## src/rtl/qas_release_seq.sv

```systemverilog
module qas_release_seq #(
  parameter int DESKEW_CYC = 2,
  parameter int REL_CYC    = 3,
  parameter int ARB_CYC    = 6,
  parameter logic [7:0] QAS_MSG = 8'h55
) (
  input  logic       clk,
  input  logic       rst_n,
  input  logic       start_i,
  input  logic       qas_en_i,
  input  logic       ack_i,
  input  logic       atn_i,
  input  logic       sel_i,
  input  logic [7:0] id_i,
  output logic       bsy_o,
  output logic       bsy_oe,
  output logic       msg_o,
  output logic       msg_oe,
  output logic       cd_o,
  output logic       cd_oe,
  output logic       io_o,
  output logic       io_oe,
  output logic       req_o,
  output logic       req_oe,
  output logic [7:0] dat_o,
  output logic       dat_oe,
  output logic       done_o,
  output logic [1:0] outcome_o
);
  localparam int NEG_LEN = 2 * DESKEW_CYC;
  localparam int MAX_A   = (NEG_LEN > REL_CYC) ? NEG_LEN : REL_CYC;
  localparam int MAX_LEN = (MAX_A > ARB_CYC) ? MAX_A : ARB_CYC;
  localparam int CW      = $clog2(MAX_LEN + 1);
  localparam logic [CW-1:0] NEG_LD = CW'(NEG_LEN - 1);
  localparam logic [CW-1:0] ARB_LD = CW'(ARB_CYC - 1);
  localparam logic [CW-1:0] REL_LD = CW'(REL_CYC - 1);

  typedef enum logic [3:0] {
    S_IDLE, S_MI_REQ, S_MI_ACK, S_NEG, S_ARB1, S_ARB2,
    S_REL, S_MO_REQ, S_MO_ACK, S_DONE
  } st_t;

  st_t state, state_n;
  logic [CW-1:0] cnt;
  logic [1:0] ack_q, atn_q, sel_q;
  logic ack_s, atn_s, sel_s;
  logic atn_seen;
  logic [1:0] res_q, res_n;
  logic in_idle;

  always_ff @(posedge clk or negedge rst_n) begin
    if (!rst_n) begin
      ack_q <= '0;
      atn_q <= '0;
      sel_q <= '0;
    end else begin
      ack_q <= {ack_q[0], ack_i};
      atn_q <= {atn_q[0], atn_i};
      sel_q <= {sel_q[0], sel_i};
    end
  end

  assign ack_s = ack_q[1];
  assign atn_s = atn_q[1];
  assign sel_s = sel_q[1];
  assign in_idle = (state == S_IDLE);

  always_comb begin
    state_n = state;
    res_n   = res_q;
    unique case (state)
      S_IDLE:   if (start_i && qas_en_i) state_n = S_MI_REQ;
      S_MI_REQ: if (ack_s) state_n = S_MI_ACK;
      S_MI_ACK: if (!ack_s) state_n = (atn_seen || atn_s) ? S_MO_REQ : S_NEG;
      S_NEG:    if (cnt == '0) state_n = S_ARB1;
      S_ARB1: begin
        if (sel_s) state_n = S_REL;
        else if (cnt == '0) begin
          if (id_i != '0) state_n = S_ARB2;
          else begin
            state_n = S_DONE;
            res_n   = 2'd2;
          end
        end
      end
      S_ARB2: begin
        if (sel_s) state_n = S_REL;
        else if (cnt == '0) begin
          state_n = S_DONE;
          res_n   = 2'd2;
        end
      end
      S_REL: if (cnt == '0) begin
        state_n = S_DONE;
        res_n   = 2'd1;
      end
      S_MO_REQ: if (ack_s) state_n = S_MO_ACK;
      S_MO_ACK: if (!ack_s) begin
        if (atn_s) state_n = S_MO_REQ;
        else begin
          state_n = S_DONE;
          res_n   = 2'd3;
        end
      end
      S_DONE:   state_n = S_IDLE;
      default:  state_n = S_IDLE;
    endcase
  end

  always_ff @(posedge clk or negedge rst_n) begin
    if (!rst_n) begin
      state    <= S_IDLE;
      cnt      <= '0;
      res_q    <= 2'd0;
      atn_seen <= 1'b0;
    end else begin
      state <= state_n;
      res_q <= res_n;
      if (state_n != state) begin
        unique case (state_n)
          S_NEG:          cnt <= NEG_LD;
          S_ARB1, S_ARB2: cnt <= ARB_LD;
          S_REL:          cnt <= REL_LD;
          default:        cnt <= '0;
        endcase
      end else if (cnt != '0) begin
        cnt <= cnt - 1'b1;
      end
      if (state == S_IDLE) atn_seen <= 1'b0;
      else if ((state == S_MI_REQ || state == S_MI_ACK) && atn_s) atn_seen <= 1'b1;
    end
  end

  assign bsy_oe = state inside {S_MI_REQ, S_MI_ACK, S_NEG, S_ARB1, S_ARB2, S_MO_REQ, S_MO_ACK};
  assign bsy_o  = bsy_oe;
  assign msg_oe = bsy_oe;
  assign cd_oe  = bsy_oe;
  assign io_oe  = bsy_oe;
  assign msg_o  = state inside {S_MI_REQ, S_MI_ACK, S_MO_REQ, S_MO_ACK};
  assign cd_o   = msg_o;
  assign io_o   = state inside {S_MI_REQ, S_MI_ACK};
  assign req_oe = state inside {S_MI_REQ, S_MI_ACK, S_NEG, S_MO_REQ, S_MO_ACK};
  assign req_o  = state inside {S_MI_REQ, S_MO_REQ};
  assign dat_oe = io_o;
  assign dat_o  = dat_oe ? QAS_MSG : 8'h00;
  assign done_o = (state == S_DONE);
  assign outcome_o = done_o ? res_q : 2'd0;
endmodule

```

## config.mk

```make
export PLATFORM = sky130hd
export DESIGN_NAME = qas_release_seq
export DESIGN_NICKNAME = d
export VERILOG_FILES = /design/src/rtl/qas_release_seq.sv
export SDC_FILE = /design/constraint.sdc
export NUM_CORES = 1
export LEC_CHECK = 0
export CAP_MARGIN = 10
export CORE_UTILIZATION = 40
export DETAILED_ROUTE_END_ITERATION = 6
export DONT_BUFFER_PORTS = 1
export SLEW_MARGIN = 20
export SYNTH_ARGS = -nofsm -noshare
export SYNTH_HDL_FRONTEND = slang
export SYNTH_SLANG_ARGS = --single-unit
export TNS_END_PERCENT = 5
```

## constraint.sdc

```tcl
create_clock -name clk -period 4.2 [get_ports clk]
set_input_delay 0.42 -clock clk [delete_from_list [all_inputs] [get_ports clk]]
set_output_delay 0.42 -clock clk [all_outputs]
set_load 0.01 [all_outputs]
```

# --- Yosys cells after proc, flatten, opt, wreduce, memory -nomap -nowiden ---
# Index checks and enable logic that the tools add are counted.
word_totals:
  out_inout_bits: 22
  reg_bits: 16
op_classes:
  reduce_logical: 18
  n_eq_ne: 22
  addsub: 1
  muxes: 30
op_table:
  columns: ["op", "n"]
  rows:
  - ["4-bit two-way mux", 12]
  - ["4-bit one-hot mux with 9 select lines", 1]
  - ["4-bit by 3-bit equality test with 1-bit output, second input constant", 7]
  - ["2-bit two-way mux", 9]
  - ["2-bit inequality test, second input constant", 8]
  - ["4-bit by 2-bit equality test with 1-bit output, second input constant", 3]
  - ["3-bit two-way mux", 3]
  - ["3-bit one-hot mux with 3 select lines", 1]
  - ["9-bit AND reduction", 1]
  - ["4-bit equality test, second input constant", 2]
  - ["2-bit one-hot mux with 4 select lines", 1]
  - ["2-bit nonzero test", 4]
  - ["4-bit nonzero test", 2]
  - ["8-bit nonzero test", 1]
  - ["7-bit two-way mux", 1]
  - ["7-bit nonzero test", 1]
  - ["5-bit nonzero test", 1]
  - ["4-bit by 1-bit equality test with 1-bit output, second input constant", 1]
  - ["4-bit logical NOT", 1]
  - ["4-bit inequality test", 1]
  - ["3-bit logical NOT", 1]
  - ["3-bit nonzero test", 1]
  - ["3-bit by 1-bit subtractor with 3-bit output, second input constant", 1]
  - ["1-bit logical AND", 2]
  - ["3 further kinds", 5]

# --- Longest topological paths before layout ---
depth:
  word_depth: 9
  mapped_depth: 9
  ltp_nobuf: 8

# --- Least setup slack after synthesis ---
# Ideal clock, no wire load.
synth_path:
  kind: "reg2reg"
  from: "register cnt[0]"
  to: "register cnt[2]"
  path_slack_ns: 2.123
  t_required_ns: 4.075
  path_buffers: 1
  path_stages_with_launch: 10
  arrival_time_ns: 1.952
  setup_ns: 0.125
  path_cell_list: "dfrtp_1 > inv_1 > ha_1 > nor2b_1 > buf_1 > o2111ai_1 > o311ai_4 > xnor2_1 > or3_4 > mux2i_1"
synth_between:
  elab_chain_len: 8
synth_rtl:
  columns: ["item", "line", "text"]
  rows:
  - ["from (decl)", "44", "logic [CW-1:0] cnt;"]
  - ["from (signal assigned)", "127", "cnt <= cnt - 1'b1;"]
  - ["3-bit logical NOT (*)", null, null]
  - ["4-bit two-way mux, on equally long branches", "88, 93, 78", null]
  - ["4-bit two-way mux, on equally long branches", "87, 77", null]
  - ["4-bit one-hot mux with 9 select lines (*)", "71", "unique case (state)"]
  - ["via state_n[0]", "43", "st_t state, state_n;"]
  - ["4-bit by 3-bit equality test with 1-bit output", "120", "unique case (state_n)"]
  - ["2-bit OR reduction", "120", null]
  - ["3-bit one-hot mux with 3 select lines", "120", null]
  - ["3-bit two-way mux", "119", "if (state_n != state) begin"]
# Mark *: on every way through the listed nets, which the timed path passes. The rest lies on a longest branch. The select of a mux whose other input is x is not followed.
# A chain may end at the register's enable or synchronous reset.

# --- Final worst setup path ---
layout_path:
  from: "register state[0]"
  to: "output port outcome_o[1]"
layout_between:
  elab_chain_len: 2
layout_rtl:
  columns: ["item", "line", "text"]
  rows:
  - ["from (decl)", "43", null]
  - ["from (signal assigned)", "117", "state <= state_n;"]
  - ["4-bit equality test", "146", "assign done_o = (state == S_DONE);"]
  - ["via done_o", "27", "output logic done_o,"]
  - ["2-bit two-way mux", "147", "assign outcome_o = done_o ? res_q : 2'd0;"]
  - ["to (decl)", "28", "output logic [1:0] outcome_o"]
# The timed path passes the listed nets, and every way through them passes these cells.

==> impl_metrics.ini <==
[finish]
drive_gt1_frac = 0.0880
syn_to_final_growth_pct = -5.35
nets = 144
layout_common_cells = dfrtp_1 (16), nor2_1 (11), o21ai_0 (9)
stdcell_count = 156
n_antenna_cell = 0
final_common_cell = dfrtp_1
finish.utilization = 0.411

[worst_setup_path]
crit_fanout = 18
cp-start-kind = flip-flop
r2r_end = cnt[1]$_DFFE_PN0P_
crit_buf_inv = 1
cp_top_family = simple AND/OR/NAND/NOR gates
path_depth = 3
cp.required_ns = 3.78
arrival_ns = 2.22
crit_chain = inv_1 > nor4_1 > and2_1
reg2reg_depth = 6
end_kind = output pin
r2r_slack_ns = 1.84
r2r-start = state[1]$_DFF_PN0_
path_class = reg2out
crit_slowest_cell = dfrtp_1
max_stage_delay_ns = 0.70

[drt]
num_vias = 963
via_per_inst = 6.17
dr.pass1.iters = 6
drt_iter0_markers = 107
drc = 5
ant_nets = 0
wire_per_inst_um = 15.3
totalWireLength_um = 2380

[timing]
finalCriticalPeriod_ns = 2.64
final_max_slew_viol_count = 0
fmax_ghz = 0.379
skew_ns = 0.00626
finalSetupTns_ns = 0
tightest_slew_ns = 1.00
hold_viol_final = 0
slew-limit-headroom = 0.329
finalSetupViolCount = 0
rsz0062_at_grt = false
period_share = 0.628

[clock_network]
worst_skew_pair.late_latency_ns = 0.29
cts_resized = 0
clock_path_buffers = 2
clkSlewWorstSetupHoldPaths_ns = 0.09
root_buffer = clkbuf_4
cts_buffers = 3
clock_sinks = 16
postCtsSetupRepairBufs = 0
cts_max_level = 1
tritoncts = built
hold_buffers = 1

[min_path]
hold_class = in2reg
holdPathEnd = ack_q[0]$_DFF_PN0_
holdCritStartpoint = ack_i
hold_depth = 0

[global_routing]
grt.overflow.total = 0
grtUsageTotal = 0.159
grt_pass1_wl_um = 4000
grt_pass1_vias = 837
grt_antenna_before_repair = 0
grt_start_max_net_pins = 19

[power_and_ir_drop]
p_total_w = 0.00107
p_leak_nw = 0.465
power_density_nw_per_um2 = 916
peakVddDrop_v = 0.000269

[placed_design]
place_inst = 152
place.gp.congestion = 0.900
portBuffers = 0
place_hpwl_um = 1760

[floorplan]
die_w_um = 57.7
ioPinCount = 37
fp.dieH_um = 57.7
core-area_um2 = 2850
rows = 19
dieArea_um2 = 3330
start_util = 0.435

[synthesis]
synth_top_area_frac = 0.323
yosysWarnings = 0
syn_area_per_cell_um2 = 8.79
synth-edff-count = 0
syn_inst = 141
syn_area_um2 = 1240
ys.flop_type = dfrtp_1
yosysUniqueCellTypes = 50
yosysSeqAreaShare = 0.323
ys_top_cells_by_area = dfrtp_1 (32%), buf_4 (9.1%), o21ai_0 (3.6%)
yosys.area.top_type = dfrtp_1
async_flop_share = 1.00
ys_ff_latch = 16

[outcome]
status = finished, violations left
violations = DRC

[run]
max_cap_viol_count = 0
-- layer usage --
layer,track usage,routed length [µm]
met5,0,0
met4,0.0884,44
met3,0.0357,191
met2,0.224,1040
met1,0.226,1100
-- worst max-delay path by stage --
stage,startpoint,to
2_1_floorplan,cnt[0]$_DFFE_PN0P_,cnt[2]$_DFFE_PN0P_
3_3_place_gp,cnt[0]$_DFFE_PN0P_,cnt[0]$_DFFE_PN0P_
3_5_place_dp,cnt[0]$_DFFE_PN0P_,cnt[0]$_DFFE_PN0P_
4_1_cts,state[0]$_DFF_PN0_,outcome_o[1]
5_1_grt,state[0]$_DFF_PN0_,outcome_o[1]
6_report,state[0]$_DFF_PN0_,outcome_o[1]
-- cell type report --
cell class / count / area, µm²
multi-input combinational: 100 / 683
fill: 285 / 1680
clock buffer: 3 / 22.5
inverter: 5 / 18.8
sequential: 16 / 400
tap: 31 / 38.8
timing repair buffer: 1 / 10.0
-- where the power goes --
part	internal, W	leakage [nW]	total [W]	switching (W)
sequential	0.000202	0.194	0.000307	0.000105
combinational	0.000274	0.257	0.000686	0.000412
clock	0.0000334	0.0138	0.0000812	0.0000478
-- cell families (layout without fill, tap and decap cells) --
group / after synthesis / count (layout) / share of synthesized area
adders and majority gates: 3 / 3 / 0.0283
buffers and inverters: 28 / 9 / 0.139
other: 1 / 4 / 0.00302
muxes: 4 / 4 / 0.0333
and+or+nand+nor: 50 / 50 / 0.242
AOI/OAI and AO/OA: 34 / 34 / 0.196
DFF: 16 / 16 / 0.323
xor gates and xnor gates: 5 / 5 / 0.0353
-- synthesized netlist by cell type, types with 2 or more instances --
| cell type | n |
|---|---|
| nor2b_1 | 4 |
| ha_1 | 2 |
| nand2b_1 | 4 |
| xnor2_1 | 4 |
| or4b_1 | 2 |
| nand2_1 | 4 |
| a21boi_0 | 2 |
| mux2i_1 | 3 |
| buf_2 | 3 |
| a21oi_1 | 6 |
| nor4_1 | 4 |
| nor3_1 | 5 |
| dfrtp_1 | 16 |
| a31oi_1 | 4 |
| nor2_1 | 11 |
| buf_1 | 3 |
| o2111ai_1 | 2 |
| o21ai_0 | 9 |
| and2_1 | 2 |
| buf_4 | 15 |
| nor3b_1 | 2 |
| inv_1 | 5 |
| o2bb2ai_1 | 2 |
-- registers in the layout (all words and copies together) (netlist names) --
signal,flops
state,4
atn_seen,1
atn_q,2
sel_q,2
ack_q,2
cnt,3
res_q,2
-- per-stage QoR --
| step | hold WS (ns) | cell area (µm²) | setup WS, ns |
|---|---|---|---|
| after floorplan | 0.124 | 1250 | 2.12 |
| after global placement | 0.125 | 1140 | 1.84 |
| after detailed placement | 0.125 | 1140 | 1.84 |
| after CTS | 0.140 | 1170 | 1.54 |
| after global routing | 0.117 | 1170 | 1.35 |
| final | 0.156 | 1170 | 1.56 |
Power figures use the tool's default switching activity.
